--- config.mk ---
export PLATFORM = sky130hd
export DESIGN_NAME = regex_fd_stage
export DESIGN_NICKNAME = d
export VERILOG_FILES = /design/src/rtl/rfd_pkg.sv /design/src/rtl/rfd_decode.sv /design/src/rtl/rfd_ibuf.sv /design/src/rtl/rfd_ctl.sv /design/src/rtl/regex_fd_stage.sv
export SDC_FILE = /design/constraint.sdc
export NUM_CORES = 1
export LEC_CHECK = 0
export CAP_MARGIN = 20
export CELL_PAD_IN_SITES_DETAIL_PLACEMENT = 1
export CELL_PAD_IN_SITES_GLOBAL_PLACEMENT = 1
export CORE_MARGIN = 2
export CORE_UTILIZATION = 46
export DETAILED_ROUTE_END_ITERATION = 12
export DONT_BUFFER_PORTS = 1
export HOLD_SLACK_MARGIN = 0.06
export PLACE_DENSITY = 0.83
export SLEW_MARGIN = 0
export SYNTH_ARGS = -nofsm -noshare
export SYNTH_HDL_FRONTEND = slang
export SYNTH_SLANG_ARGS = --single-unit
--- constraint.sdc ---
create_clock -name clk_i -period 4.7 [get_ports clk_i]
set_input_delay 0 -clock clk_i [delete_from_list [all_inputs] [get_ports clk_i]]
set_output_delay 0 -clock clk_i [all_outputs]
set_load 0.1 [all_outputs]
--- src/rtl/rfd_pkg.sv ---
package rfd_pkg;
  localparam int OPC_W = 5;

  localparam logic [1:0] INT_AND = 2'b00;
  localparam logic [1:0] INT_OR  = 2'b01;
  localparam logic [1:0] INT_NOP = 2'b11;

  localparam logic [1:0] EXT_NONE  = 2'b00;
  localparam logic [1:0] EXT_STAR  = 2'b01;
  localparam logic [1:0] EXT_PLUS  = 2'b10;
  localparam logic [1:0] EXT_CLOSE = 2'b11;

  typedef enum logic [1:0] {
    ST_IDLE = 2'b00,
    ST_LOAD = 2'b01,
    ST_RUN  = 2'b10
  } fd_state_e;
endpackage

--- src/rtl/rfd_decode.sv ---
module rfd_decode #(
  parameter int CHAR_W = 8,
  parameter int REF_N  = 4,
  localparam int REF_W   = CHAR_W * REF_N,
  localparam int INSTR_W = rfd_pkg::OPC_W + REF_W
) (
  input  logic [INSTR_W-1:0] word_i,
  output logic               open_o,
  output logic [1:0]         int_op_o,
  output logic [1:0]         ext_op_o,
  output logic               end_o,
  output logic [REF_W-1:0]   ref_o
);
  import rfd_pkg::*;

  logic [OPC_W-1:0] opc;

  assign opc      = word_i[INSTR_W-1 -: OPC_W];
  assign open_o   = opc[OPC_W-1];
  assign int_op_o = opc[OPC_W-2 -: 2];
  assign ext_op_o = opc[1:0];
  assign end_o    = (opc[OPC_W-2 -: 2] == INT_NOP);

  for (genvar c = 0; c < REF_N; c++) begin : g_chr
    assign ref_o[c*CHAR_W +: CHAR_W] = word_i[c*CHAR_W +: CHAR_W];
  end
endmodule

--- src/rtl/rfd_ibuf.sv ---
module rfd_ibuf #(
  parameter int INSTR_W = 37
) (
  input  logic               clk_i,
  input  logic               rst_ni,
  input  logic               load_bak_i,
  input  logic               src_bak_i,
  input  logic [INSTR_W-1:0] pf_word_i,
  output logic [INSTR_W-1:0] sel_word_o
);
  logic [INSTR_W-1:0] bak_q;

  // backup copy of the first pattern instruction
  always_ff @(posedge clk_i or negedge rst_ni) begin
    if (!rst_ni)         bak_q <= '0;
    else if (load_bak_i) bak_q <= pf_word_i;
  end

  // prefetch buffer is the memory output register
  assign sel_word_o = src_bak_i ? bak_q : pf_word_i;
endmodule

--- src/rtl/rfd_ctl.sv ---
module rfd_ctl #(
  parameter int ADDR_W = 8
) (
  input  logic              clk_i,
  input  logic              rst_ni,
  input  logic              start_i,
  input  logic [ADDR_W-1:0] start_addr_i,
  input  logic              match_i,
  input  logic              fail_i,
  output logic [ADDR_W-1:0] addr_o,
  output logic              issue_o,
  output logic              src_bak_o,
  output logic              load_bak_o,
  output logic              valid_o,
  output logic [ADDR_W-1:0] pc_o
);
  import rfd_pkg::*;

  localparam logic [ADDR_W-1:0] ONE = ADDR_W'(1);
  localparam logic [ADDR_W-1:0] TWO = ADDR_W'(2);

  fd_state_e         st_q, st_d;
  logic [ADDR_W-1:0] bak_pc_q, bak_pc_d;
  logic [ADDR_W-1:0] cur_pc_q, cur_pc_d;
  logic              vld_q, vld_d;

  always_comb begin
    st_d       = st_q;
    bak_pc_d   = bak_pc_q;
    cur_pc_d   = cur_pc_q;
    vld_d      = vld_q;
    issue_o    = 1'b0;
    src_bak_o  = 1'b0;
    load_bak_o = 1'b0;
    addr_o     = cur_pc_q + ONE;
    if (start_i) begin
      st_d     = ST_LOAD;
      bak_pc_d = start_addr_i;
      vld_d    = 1'b0;
      addr_o   = start_addr_i;
    end else begin
      unique case (st_q)
        ST_LOAD: begin
          st_d       = ST_RUN;
          load_bak_o = 1'b1;
          issue_o    = 1'b1;
          cur_pc_d   = bak_pc_q;
          vld_d      = 1'b1;
          addr_o     = bak_pc_q + ONE;
        end
        ST_RUN: begin
          if (fail_i) begin
            issue_o   = 1'b1;
            src_bak_o = 1'b1;
            cur_pc_d  = bak_pc_q;
            addr_o    = bak_pc_q + ONE;
          end else if (match_i) begin
            issue_o  = 1'b1;
            cur_pc_d = cur_pc_q + ONE;
            addr_o   = cur_pc_q + TWO;
          end
        end
        default: addr_o = '0;
      endcase
    end
  end

  always_ff @(posedge clk_i or negedge rst_ni) begin
    if (!rst_ni) begin
      st_q     <= ST_IDLE;
      bak_pc_q <= '0;
      cur_pc_q <= '0;
      vld_q    <= 1'b0;
    end else begin
      st_q     <= st_d;
      bak_pc_q <= bak_pc_d;
      cur_pc_q <= cur_pc_d;
      vld_q    <= vld_d;
    end
  end

  assign valid_o = vld_q;
  assign pc_o    = cur_pc_q;
endmodule

--- src/rtl/regex_fd_stage.sv ---
module regex_fd_stage #(
  parameter int ADDR_W = 8,
  parameter int CHAR_W = 8,
  parameter int REF_N  = 4,
  localparam int REF_W   = CHAR_W * REF_N,
  localparam int INSTR_W = rfd_pkg::OPC_W + REF_W
) (
  input  logic               clk_i,
  input  logic               rst_ni,
  input  logic               start_i,
  input  logic [ADDR_W-1:0]  start_addr_i,
  input  logic               ex_match_i,
  input  logic               ex_fail_i,
  output logic [ADDR_W-1:0]  imem_addr_o,
  input  logic [INSTR_W-1:0] imem_data_i,
  output logic               dec_valid_o,
  output logic [ADDR_W-1:0]  dec_pc_o,
  output logic               dec_open_o,
  output logic [1:0]         dec_int_op_o,
  output logic [1:0]         dec_ext_op_o,
  output logic               dec_end_o,
  output logic [REF_W-1:0]   dec_ref_o
);
  logic               issue, src_bak, load_bak;
  logic [INSTR_W-1:0] sel_word;
  logic               d_open, d_end;
  logic [1:0]         d_int, d_ext;
  logic [REF_W-1:0]   d_ref;

  rfd_ctl #(.ADDR_W(ADDR_W)) u_ctl (
    .clk_i       (clk_i),
    .rst_ni      (rst_ni),
    .start_i     (start_i),
    .start_addr_i(start_addr_i),
    .match_i     (ex_match_i),
    .fail_i      (ex_fail_i),
    .addr_o      (imem_addr_o),
    .issue_o     (issue),
    .src_bak_o   (src_bak),
    .load_bak_o  (load_bak),
    .valid_o     (dec_valid_o),
    .pc_o        (dec_pc_o)
  );

  rfd_ibuf #(.INSTR_W(INSTR_W)) u_ibuf (
    .clk_i     (clk_i),
    .rst_ni    (rst_ni),
    .load_bak_i(load_bak),
    .src_bak_i (src_bak),
    .pf_word_i (imem_data_i),
    .sel_word_o(sel_word)
  );

  rfd_decode #(.CHAR_W(CHAR_W), .REF_N(REF_N)) u_dec (
    .word_i  (sel_word),
    .open_o  (d_open),
    .int_op_o(d_int),
    .ext_op_o(d_ext),
    .end_o   (d_end),
    .ref_o   (d_ref)
  );

  always_ff @(posedge clk_i or negedge rst_ni) begin
    if (!rst_ni) begin
      dec_open_o   <= 1'b0;
      dec_int_op_o <= '0;
      dec_ext_op_o <= '0;
      dec_end_o    <= 1'b0;
      dec_ref_o    <= '0;
    end else if (issue) begin
      dec_open_o   <= d_open;
      dec_int_op_o <= d_int;
      dec_ext_op_o <= d_ext;
      dec_end_o    <= d_end;
      dec_ref_o    <= d_ref;
    end
  end
endmodule

Yosys cells after proc, flatten, opt, wreduce, memory -nomap -nowiden
Cells that the tools add are included.
W data, S select, Z words.
{"block": "totals", "ff_bits": 94, "input_bits": 50, "wordCells": 42}
{"block": "op_classes", "n_addsub": 3, "n_eq_ne": 4, "n_mux": 21, "bitwise_logic": 1, "reduce_logical": 3}
{"operator": "$mux W8", "n": 5}
{"operator": "$mux W37", "n": 1}
{"operator": "$pmux W8 S2", "n": 2}
{"operator": "$add A8 B1 Y8 const B", "n": 2}
{"operator": "$mux W1", "n": 10}
{"operator": "$add A8 B2 Y8 const B", "n": 1}
{"operator": "$eq A2 B2 Y1 const B", "n": 2}
{"operator": "$mux W2", "n": 2}
{"operator": "$reduce_bool A2 Y1", "n": 2}
{"operator": "$ne A3 B3 Y1 const B", "n": 1}
{"operator": "$reduce_and A3 Y1", "n": 1}
{"operator": "$eq A2 B1 Y1 const B", "n": 1}
{"operator": "$pmux W1 S2", "n": 1}
{"operator": "$not A1 Y1", "n": 1}

Logic depth before layout (Yosys ltp)
Gate-level depths: netlist of the first run.
{"block": "depth", "word_depth": 5, "mapped_depth": 10, "mapped_depth_nobuf": 6}

Cells and area by module
Synthesis of the first run repeated with hierarchy kept, for this count alone.
{"block": "hier_totals", "cells_unflattened": 401, "hier_area_um2": 5265.0}
{"mod": "rfd_ibuf", "n_inst": 1, "cells_per_inst": 119, "area_each_um2": 2127.0, "seq_area_each_um2": 925.9}
{"mod": "regex_fd_stage", "n_inst": 1, "cells_per_inst": 80, "area_each_um2": 1492.7, "seq_area_each_um2": 950.9}
{"mod": "rfd_ctl", "n_inst": 1, "cells_per_inst": 164, "area_each_um2": 1361.3, "seq_area_each_um2": 450.4}
{"mod": "rfd_decode", "n_inst": 1, "cells_per_inst": 38, "area_each_um2": 284.0, "seq_area_each_um2": 0.0}

Least setup slack after synthesis of the first run
OpenSTA, ideal clock, no wires.
{"block": "synth_path", "path_type": "flip-flop to output port", "start": "reg, netlist name u_ctl.valid_o", "end": "out imem_addr_o[4]", "arrival_ns": 3.927, "required_time_ns": 4.700, "setup_slack_ns": 0.773, "stages_incl_launch_ff": 7, "n_path_buf": 2, "path_cell_list": "dfrtp_1 -> ha_1 -> buf_4 -> and2b_4 -> buf_2 -> nand2_1 -> o21ai_0"}
{"element": "to (decl)", "line": "regex_fd_stage.sv:14", "source": "output logic [ADDR_W-1:0] imem_addr_o,"}

Worst setup path in the final report of the first run
{"block": "layout_path", "start": "reg u_ctl.cur_pc_q[1], in the netlist u_ctl.pc_o[1]", "end": "out imem_addr_o[4]"}
{"block": "layout_via", "elab_chain_len": 5}
{"element": "from (decl)", "line": "rfd_ctl.sv:24", "source": "logic [ADDR_W-1:0] cur_pc_q, cur_pc_d;"}
{"element": "from (signal assigned)", "line": "rfd_ctl.sv:77", "source": "cur_pc_q <= cur_pc_d;"}
{"element": "$add A8 B1 Y8 or $add A8 B2 Y8 (tied branches)", "line": "rfd_ctl.sv:35, rfd_ctl.sv:60"}
{"element": "$mux W8 (*)", "line": "rfd_ctl.sv:57", "source": "end else if (match_i) begin"}
{"element": "$mux W8 (*)", "line": "rfd_ctl.sv:52", "source": "if (fail_i) begin"}
{"element": "$pmux W8 S2 (*)", "line": "rfd_ctl.sv:42", "source": "unique case (st_q)"}
{"element": "$mux W8 (*)", "line": "rfd_ctl.sv:36", "source": "if (start_i) begin"}
Mark *: on every way between the ends. The rest lies on a longest branch, timed or not.

==> results of run 1 <==
registers in the layout, summed over array words and instances (netlist names):
signal	flops
dec_ext_op_o	2
dec_int_op_o	2
u_ctl.pc_o	8
dec_end_o	1
u_ibuf.bak_q	37
dec_open_o	1
u_ctl.st_q	1
u_ctl.bak_pc_q	8
u_ctl.valid_o	1
dec_ref_o	32
logic make-up (layout without fill, tap and decap cells):
family,Yosys count,after routing,share of synthesized area
mux,81,81,0.1936
buf+inv,36,86,0.04665
fa+ha+maj,5,5,0.01405
xor+xnor,12,12,0.02361
flops,93,93,0.5228
simple gates,91,91,0.08826
compound gates,86,86,0.1110
power groups by stage:
stage / logic (W) / registers (W) / clock network (W)
after detailed placement: 0.000589 / 0.00243 / 0
after global placement: 0.000555 / 0.00241 / 0
final: 0.000662 / 0.00241 / 0.000551
after CTS: 0.000651 / 0.00241 / 0.000565
after floorplan: 0.000451 / 0.00239 / 0
after global routing: 0.000728 / 0.00245 / 0.000605
tightest hold or removal path: cells and delay by family:
family	cells	cell delay [ns]
compound gates	2	0.33
simple gates	1	0.05
metrics by stage:
step	worst slack [ns]	total power, W
detailed placement	2.008	0.003016
global placement	2.018	0.002962
floorplan	0.7729	0.002840
global route	1.489	0.003782
finish	1.610	0.003623
CTS	1.606	0.003625
cell usage in the layout (no fill, tap or decap), types with 5 or more instances in the layout:
master,n
dlygate4sd3_1,49
xnor2_1,9
nor3_1,5
nand2_1,57
inv_1,10
o21ai_0,14
clkbuf_8,9
mux2i_1,40
mux2_2,23
buf_4,7
ha_1,5
mux2_1,18
nor2_1,13
a21oi_1,10
dfrtp_1,93
o21ai_1,38
layer usage:
layer	track usage	vias to the layer above	wire length (um)
met5	0	-	0
met1	0.2618	1641	4491
met4	0.07487	0	184
met2	0.4104	87	6182
li1	-	1495	-
met3	0.04925	16	617
cell type report:
cell class / count / share of cell area
Clock buffer: 10 / 0.02407
Clock inverter: 6 / 0.01345
Inverter: 11 / 0.007787
Multi-Input combinational cell: 275 / 0.3679
Sequential cell: 93 / 0.4389
Tap cell: 129 / 0.03044
Timing Repair Buffer: 59 / 0.1175
timing repair:
item,in CTS,in global routing
buffers inserted,0,0
gates resized for setup,0,0
hold buffers,49,1
hold endpoints to repair,186,17
worst paths after layout:
kind | endpoint | cells after the start
min | dec_int_op_o[0] | 3
max in group asynchronous | u_ctl.st_q[0] | 2
min reg2reg | u_ibuf.bak_q[31] | 1
min in group asynchronous | dec_ref_o[30] | 2
max | imem_addr_o[4] | 5
max reg2reg | dec_ref_o[17] | 7
==> reports/results.tsv, run 1 <==
metric	value	unit
Critical Path Fanout Max	6	
cell-internal power	0.001543	W
Crit Path Class	register to primary output	
Worst VDD drop	380.8	uV
Switching Fraction	0.5742	
clk_skew	0.01202	ns
unrepaired setup endpoints after global routing	false	
drt initial violations	89	
most frequent cells after synthesis	dfrtp_1 (93), nand2_1 (57), mux2i_1 (40)	
critical path launch point type	register	
flops & latches, synth	93	
final setup fails	0	
final worst-path cycle share	0.6574	
max-slew violation count	0	
final hold slack	0.07121	ns
Crit-path slowest cell	dfrtp_1	
ys flop type	dfrtp_1	
Sw Pwr	0.002080	W
drt via density	5.556	
Routed Antenna Nets	0	
WP data required	4.70	ns
initial antenna violation count	0	
Slew headroom	0.2435	
total core area	0.009328	mm2
CP cell instances	ha_1 -> mux2i_1 -> nor2_1 -> xnor2_1 -> o21ai_2	
Worst EP arrival	3.09	ns
P_leak	2.479	nW
Reg area	0.002327	mm2
post-synth top area cell	dfrtp_1	
Area Growth Syn to Fin	19.11	%
Setup TNS Final	0	ns
largest net degree at the start of global routing	94	
clock transition at the registers of the reported paths	0.09	ns
chip height	102.4	um
non-filler cells, final	583	
minimum clock period	3.090	ns
outcome	complete, no violations	
CTS max path bufs	2	
Critical Path Start	u_ctl.pc_o[1]	
Comb power frac	0.183	
register share of total power	0.665	
TritonCTS Buffers	9	
delay-heaviest family, CP	flip-flops	
Avg Inst Size Synth	11.02	um2
CP peak stage delay	1.04	ns
Multi-input gate area	0.001951	mm2
number of synthesized flops with an enable pin	0	
vias in the first global route	3565	
Placed Cells	516	
FMAX	323.7	MHz
hold path startpoint	start_i	
clock latency on the worst-skew pair	0.35	ns
Vias	3239	
DIE AREA	0.01048	mm2
CTS tree	built	
# DRC	0	
Placed Area	0.004558	mm2
final core occ	0.5685	
final count of hold timing violations	0	
# fillers	986	
WL per Instance	19.68	um
Post-Syn Instances	404	
flop-to-flop setup slack	2.11	ns
Synthesized Nets	459	
asr flop ratio synth	1.000	
NumNets Final	504	
overall die width	102.4	um
Antenna Cells	0	
Synth area leaders	dfrtp_1 (52%), mux2i_1 (9.0%), mux2_2 (5.8%), nand2_1 (4.8%), mux2_1 (4.6%)	
worst reg2reg startpoint	u_ctl.valid_o	
dpl hpwl	7.108	mm
port bufs	0	
Hold Path Class	input port to register	
first-pass GRT wire length	18.11	mm
top cell type's share of synthesized area	0.5228	
Clk pwr share	0.152	
fraction of layout cells with a size suffix above 1	0.1322	
Clock Tree Root	clkbuf_8	
Critical Path End Type	primary output	
count leader, synth	dfrtp_1	
sequential cell area fraction in the yosys report	0.5228	
clock tree sinks	93	
Bufs and invs on worst path	0	
routed wire length	11.48	mm
Worst-Margin Slew	1.135	ns
Post-Syn Area	0.004452	mm2
1st-pass router iterations	4	
Yosys cell types	44	
H-tree Lvls	3	
num ports	105	
power per cell area	683.3	mW/mm2
Site Rows	35	
Max-Cap Viols	0	
initial core utilization	0.4773	
global route overflow	0	
Total GRT Usage	0.2249	
Placer Congestion	0.8756	
synth warn	0	
Final Cell Area	0.005303	mm2
Note: power is estimated with default switching activity, not from simulation.
==> run 2, diff against run 1 <==
--- a/config.mk
+++ b/config.mk
@@ -5,6 +5,7 @@
 export SDC_FILE = /design/constraint.sdc
 export NUM_CORES = 1
 export LEC_CHECK = 0
+export ABC_AREA = 1
 export CAP_MARGIN = 20
 export CELL_PAD_IN_SITES_DETAIL_PLACEMENT = 1
 export CELL_PAD_IN_SITES_GLOBAL_PLACEMENT = 1
@@ -13,7 +14,7 @@
 export DETAILED_ROUTE_END_ITERATION = 12
 export DONT_BUFFER_PORTS = 1
 export HOLD_SLACK_MARGIN = 0.06
-export PLACE_DENSITY = 0.83
+export PLACE_DENSITY = 0.87
 export SLEW_MARGIN = 0
 export SYNTH_ARGS = -nofsm -noshare
 export SYNTH_HDL_FRONTEND = slang
==> constraint.sdc (replaced) <==
create_clock -name clk_i -period 3 [get_ports clk_i]
set_input_delay 0 -clock clk_i [delete_from_list [all_inputs] [get_ports clk_i]]
set_output_delay 0 -clock clk_i [all_outputs]
set_load 0.1 [all_outputs]
==> run 2 against run 1 <==
Clock power grew 63%; worst setup slack got worse by 1.2 ns; sequential share of layout area fell by 1.7 points; utilization shrank 0.64 points; flip-flop and latch count is the same; clock skew rose by 0.0018 ns; synthesized cell count rose by 49%; final cell count up 36%; critical path depth increased by 6; first-iteration DRC count grew 130%; synthesized area grew 4.6%; die area is 4.4% higher; critical endpoint is now imem_addr_o[2]; highest routed layer unchanged.
==> reports/results.tsv, run 2 <==
metric	value	unit
postcts setup bufs	0	
drt via density	5.273	
post-synth top area cell	dfrtp_1	
Setup TNS Final	0	ns
outcome	complete, no violations	
most frequent cells after synthesis	nand2_1 (208), dfrtp_1 (93), inv_1 (60)	
delay-heaviest family, CP	buffers and inverters	
setup ws final	0.4339	ns
max-slew violation count	0	
count leader, synth	nand2_1	
CTS tree	built	
drt initial violations	207	
final core occ	0.5621	
Critical Path End Type	primary output	
Site Rows	36	
WL per Instance	17.36	um
Reg area	0.002327	mm2
Critical Path Fanout Max	15	
Synth area leaders	dfrtp_1 (50%), nand2_1 (17%), a21oi_1 (4.8%), inv_1 (4.8%), o21ai_0 (4.6%)	
Switching Fraction	0.6007	
DIE AREA	0.01094	mm2
clk_skew	0.01386	ns
Multi-input gate area	0.001892	mm2
H-tree Lvls	3	
final count of hold timing violations	0	
initial core utilization	0.4743	
clock tree sinks	93	
Vias	4176	
pre-CTS setup slack	0.8657	ns
Yosys cell types	31	
power per cell area	1173	mW/mm2
top cell type's share of synthesized area	0.4997	
Largest Register	u_ibuf.bak_q	
worst reg2reg startpoint	u_ctl.valid_o	
num ports	105	
Post-Syn Instances	602	
cell-internal power	0.002585	W
minimum clock period	2.566	ns
WP data required	3.00	ns
Routed Antenna Nets	0	
port bufs	0	
total core area	0.009819	mm2
# fillers	1234	
Worst-Margin Slew	0.9874	ns
Critical Path Start	u_ctl.st_q[0]	
total power	0.006475	W
Area Growth Syn to Fin	18.51	%
synth warn	0	
most common cell after layout, fill and taps aside	nand2_1	
Worst VDD drop	470.8	uV
most frequent cells in the layout	nand2_1 (207), dfrtp_1 (93), inv_1 (60), dlygate4sd3_1 (50), a21oi_1 (45)	
number of synthesized flops with an enable pin	0	
P_leak	2.868	nW
Avg Inst Size Synth	7.736	um2
Clk pwr share	0.139	
CTS max path bufs	2	
unrepaired setup endpoints after global routing	false	
Clock Tree Root	clkbuf_8	
fraction of layout cells with a size suffix above 1	0.08346	
Placed Area	0.004786	mm2
1st-pass router iterations	4	
global route overflow	0	
Sw Pwr	0.003889	W
asr flop ratio synth	1.000	
ys flop type	dfrtp_1	
first-pass GRT wire length	22.58	mm
NumNets Final	709	
Synthesized Nets	657	
Bufs and invs on worst path	3	
Slew headroom	0.3417	
final setup fails	0	
Largest register FFs	37	
overall die width	104.6	um
Max-Cap Viols	0	
clock latency on the worst-skew pair	0.37	ns
CP cell instances	inv_1 -> ha_1 -> nand2_2 -> inv_2 -> nand3_1 -> o21ai_1 -> o21ai_0 -> o21ai_1 -> nand2_1 -> nand2_1 -> buf_4	
flops & latches, synth	93	
Comb power frac	0.274	
CP peak stage delay	0.40	ns
routed wire length	13.75	mm
critical path launch point type	register	
sequential cell area fraction in the yosys report	0.4997	
clock transition at the registers of the reported paths	0.10	ns
Worst EP arrival	2.57	ns
chip height	104.6	um
final worst-path cycle share	0.8554	
initial antenna violation count	0	
TritonCTS Buffers	9	
FMAX	389.7	MHz
biggest regs	u_ibuf.bak_q: 37 flops, dec_ref_o: 32 flops	
vias in the first global route	4547	
# DRC	0	
dpl hpwl	8.569	mm
Crit-path slowest cell	dfrtp_1	
largest net degree at the start of global routing	94	
Antenna Cells	0	
register share of total power	0.587	
Crit Path Class	register to primary output	
Total GRT Usage	0.2604	
hold path startpoint	ex_match_i	
Placer Congestion	0.8509	
Hold Path Class	input port to register	
Post-Syn Area	0.004657	mm2
Final Cell Area	0.005519	mm2
==> run 2: cell types whose count changed after synthesis, sizes merged, moves of 9 or more <==
cell	before	now
nand2	58	214
inv	11	64
xnor2	9	0
mux2i	40	0
nand3	4	19
mux2	41	0
o21ai	54	72
nor2	15	46
a21oi	10	48
==> run 2: cells by family after synthesis <==
kind of cell | synth area share
DFF | 0.4997
adders and majority gates | 0.01343
and+or+nand+nor | 0.2448
buffers and inverters | 0.09538
xor gates and xnor gates | 0.005643
AOI/OAI and AO/OA | 0.1411
==> run 2: what timing repair did <==
item / CTS / global route
hold endpoints to repair: 186 / 0
gates resized for setup: 0 / 0
hold buffers: 51 / 0
==> run 2: layer usage <==
layer  share of wire  up-vias  GRT usage
met5               0        -          0
met1            0.40     2050     0.3070
met3           0.062       21    0.06737
met4           0.015        0    0.07810
met2            0.52      110     0.4659
li1                -     1995          -
==> run 2: layout make-up <==
cell class,count,area share
Clock buffer,10,0.02494
Clock inverter,6,0.01224
Inverter,64,0.04443
Multi-Input combinational cell,416,0.3428
Sequential cell,93,0.4217
Tap cell,133,0.03015
Timing Repair Buffer,70,0.1238
==> run 2: per-stage QoR <==
step           hold slack, ns  std cells
2_1_floorplan         -0.2956        602
3_3_place_gp          -0.2927        725
3_5_place_dp          -0.2926        725
4_1_cts               0.09521        792
5_1_grt                0.1303        792
6_report               0.1112        792
==> run 2: power by group through the flow <==
| stage | Combinational, W | Clock, W | Sequential (W) |
|---|---|---|---|
| floorplan | 0.000988 | 0 | 0.00408 |
| global placement | 0.00156 | 0 | 0.00380 |
| detailed placement | 0.00165 | 0 | 0.00382 |
| CTS | 0.00176 | 0.000907 | 0.00380 |
| global route | 0.00196 | 0.000955 | 0.00386 |
| finish | 0.00178 | 0.000898 | 0.00380 |
==> run 2: path summary, 6_finish.rpt <==
kind	to	slack, ns	depth (start not counted)
worst min register to register	u_ibuf.bak_q[0]	0.52	2
min in group asynchronous	u_ctl.pc_o[6]	0.18	2
worst max register to register	u_ctl.pc_o[3]	0.81	9
max in group asynchronous	dec_ref_o[15]	2.41	2
worst min-delay path	u_ctl.pc_o[4]	0.11	4
worst max-delay path	imem_addr_o[2]	0.43	11
==> run 2: worst min-delay path, stage by stage <==
cell     delay (ns)
inv_2          0.12
a21oi_4        0.08
nand2_4        0.13
a22oi_1        0.10
==> run 3, diff against run 2 <==
==> constraint.sdc (replaced) <==
create_clock -name clk_i -period 3 [get_ports clk_i]
set_input_delay 0 -clock clk_i [delete_from_list [all_inputs] [get_ports clk_i]]
set_output_delay 0 -clock clk_i [all_outputs]
set_load 0.05 [all_outputs]
==> run 3 against run 2 <==
Non-clock buffer count shrank 12; utilization decreased by 1.3 points; sequential power is 21% lower; die area did not move; clock-buffer cell count unchanged; clock power down 17%; sequential share of layout area is 1.0 points higher; critical path depth fell by 1; register-to-register slack lost 0.21 ns; final cell count down 1.6%; power is 21% lower; largest power group unchanged; highest routed layer unchanged.
==> reports/results.tsv, run 3 (synthesized netlist as in run 2, its figures left out) <==
metric	value	unit
routed wl met2	7.155	mm
unrepaired setup endpoints after global routing	false	
Largest register FFs	37	
Largest Register	u_ibuf.bak_q	
power per cell area	950.9	mW/mm2
Max-Cap Viols	0	
pre-CTS setup slack	0.7198	ns
H-tree Lvls	3	
final worst-path cycle share	0.8904	
Setup TNS Final	0	ns
1st-pass router iterations	4	
most frequent cells in the layout	nand2_1 (207), dfrtp_1 (93), inv_1 (60), dlygate4sd3_1 (49), a21oi_1 (45)	
outcome	complete, no violations	
chip height	104.6	um
routed wire length	14.07	mm
DIE AREA	0.01094	mm2
CTS tree	built	
P_leak	2.796	nW
biggest regs	u_ibuf.bak_q: 37 flops, dec_ref_o: 32 flops	
final setup fails	0	
clock latency on the worst-skew pair	0.37	ns
num ports	105	
highest routed metal layer	met4	
dpl hpwl	8.436	mm
drt via density	5.438	
clk_skew	0.01301	ns
Total GRT Usage	0.2672	
WP data required	3.00	ns
Critical Path End Type	primary output	
final count of hold timing violations	0	
met3 routed WL	888	um
Hold Path Class	input port to register	
Worst VDD drop	492.3	uV
Hold-fix buffers, CTS	50	
Slew headroom	0.5096	
Clock Tree Root	clkbuf_8	
drt initial violations	250	
fraction of layout cells with a size suffix above 1	0.06202	
first-pass GRT wire length	23.33	mm
initial antenna violation count	1	
Worst-Margin Slew	0.7332	ns
Vias	4236	
global route overflow	0	
Worst EP arrival	2.67	ns
setup ws final	0.3288	ns
minimum clock period	2.671	ns
FMAX	374.4	MHz
CTS max path bufs	2	
# fillers	1240	
NumNets Final	697	
Crit Path Class	register to primary output	
overall die width	104.6	um
Site Rows	36	
clock tree sinks	93	
# DRC	0	
WL per Instance	18.06	um
TritonCTS Buffers	9	
met1 wire length	5.646	mm
max-slew violation count	0	
critical path launch point type	register	
Area Growth Syn to Fin	15.69	%
most common cell after layout, fill and taps aside	nand2_1	
initial core utilization	0.4743	
port bufs	0	
final core occ	0.5487	
postcts setup bufs	0	
largest net degree at the start of global routing	94	
vias in the first global route	4762	
Critical Path Fanout Max	15	
Placer Congestion	0.9276	
Routed Antenna Nets	0	
clock transition at the registers of the reported paths	0.09	ns
total core area	0.009819	mm2
post-cts sizing count	0	
run 3: changes by cell type in the layout (fill, tap and decap cells not counted):
cell and change:
clkinv_4 +2, clkinv_2 +1, buf_12 +1, inv_6 -2, bufinv_16 -1, clkinvlp_4 -2, o21ai_2 -1, clkbuf_8 -1
diode_2 +1, o21ai_1 +1, dlygate4sd3_1 -1, buf_4 -12, clkbuf_1 +1
run 3: path summary, 6_finish.rpt:
kind / startpoint / end / slack [ns] / depth (start not counted)
max in group asynchronous: rst_ni / u_ctl.bak_pc_q[7] / 2.39 / 2
max: u_ctl.valid_o / imem_addr_o[2] / 0.33 / 10
max reg2reg: u_ctl.valid_o / dec_int_op_o[1] / 0.60 / 6
min in group asynchronous: rst_ni / u_ibuf.bak_q[34] / 0.21 / 2
min reg2reg: u_ibuf.bak_q[8] / u_ibuf.bak_q[8] / 0.52 / 2
min: ex_match_i / u_ctl.pc_o[1] / 0.14 / 5
run 3: final cells by class:
type / instances / area (um2) / share of cell area
Antenna cell: 1 / 2.502 / 0.0004645
Clock buffer: 10 / 127.6 / 0.02369
Clock inverter: 4 / 27.53 / 0.005109
Inverter: 64 / 245.2 / 0.04552
Multi-Input combinational cell: 416 / 1888 / 0.3504
Sequential cell: 93 / 2327 / 0.4320
Tap cell: 133 / 166.4 / 0.03089
Timing Repair Buffer: 58 / 603.1 / 0.1119
run 3: worst max-delay path, cell delays in order, from the launching register on:
cell     delay (ns)
dfrtp_1        0.38
buf_4          0.22
ha_1           0.35
nand2_2        0.20
inv_2          0.25
nand3_1        0.13
o21ai_1        0.09
o21ai_0        0.13
o21ai_1        0.10
nand2_1        0.08
nand2_1        0.36
run 3: layer usage:
layer | GRT usage | vias up
met2 | 0.4692 | 133
met4 | 0.1095 | 0
met5 | 0 | -
met1 | 0.3105 | 2095
li1 | - | 1967
met3 | 0.06862 | 41
run 3: power breakdown:
part,total [W],internal (W),switching (W)
combinational,0.00139,0.000438,0.000953
sequential,0.00299,0.00171,0.00128
clock,0.000745,0.000293,0.000451
total,0.00512,0.00244,0.00268
run 3: stage by stage:
step,total power [W],hold slack (ns),area [um2],instances
after floorplan,0.003911,-0.2956,4657,602
after global placement,0.004170,-0.2922,4712,714
after detailed placement,0.004260,-0.2923,4712,714
after CTS,0.005102,0.1099,5385,778
after global routing,0.005420,0.1688,5388,779
final,0.005123,0.1372,5388,779
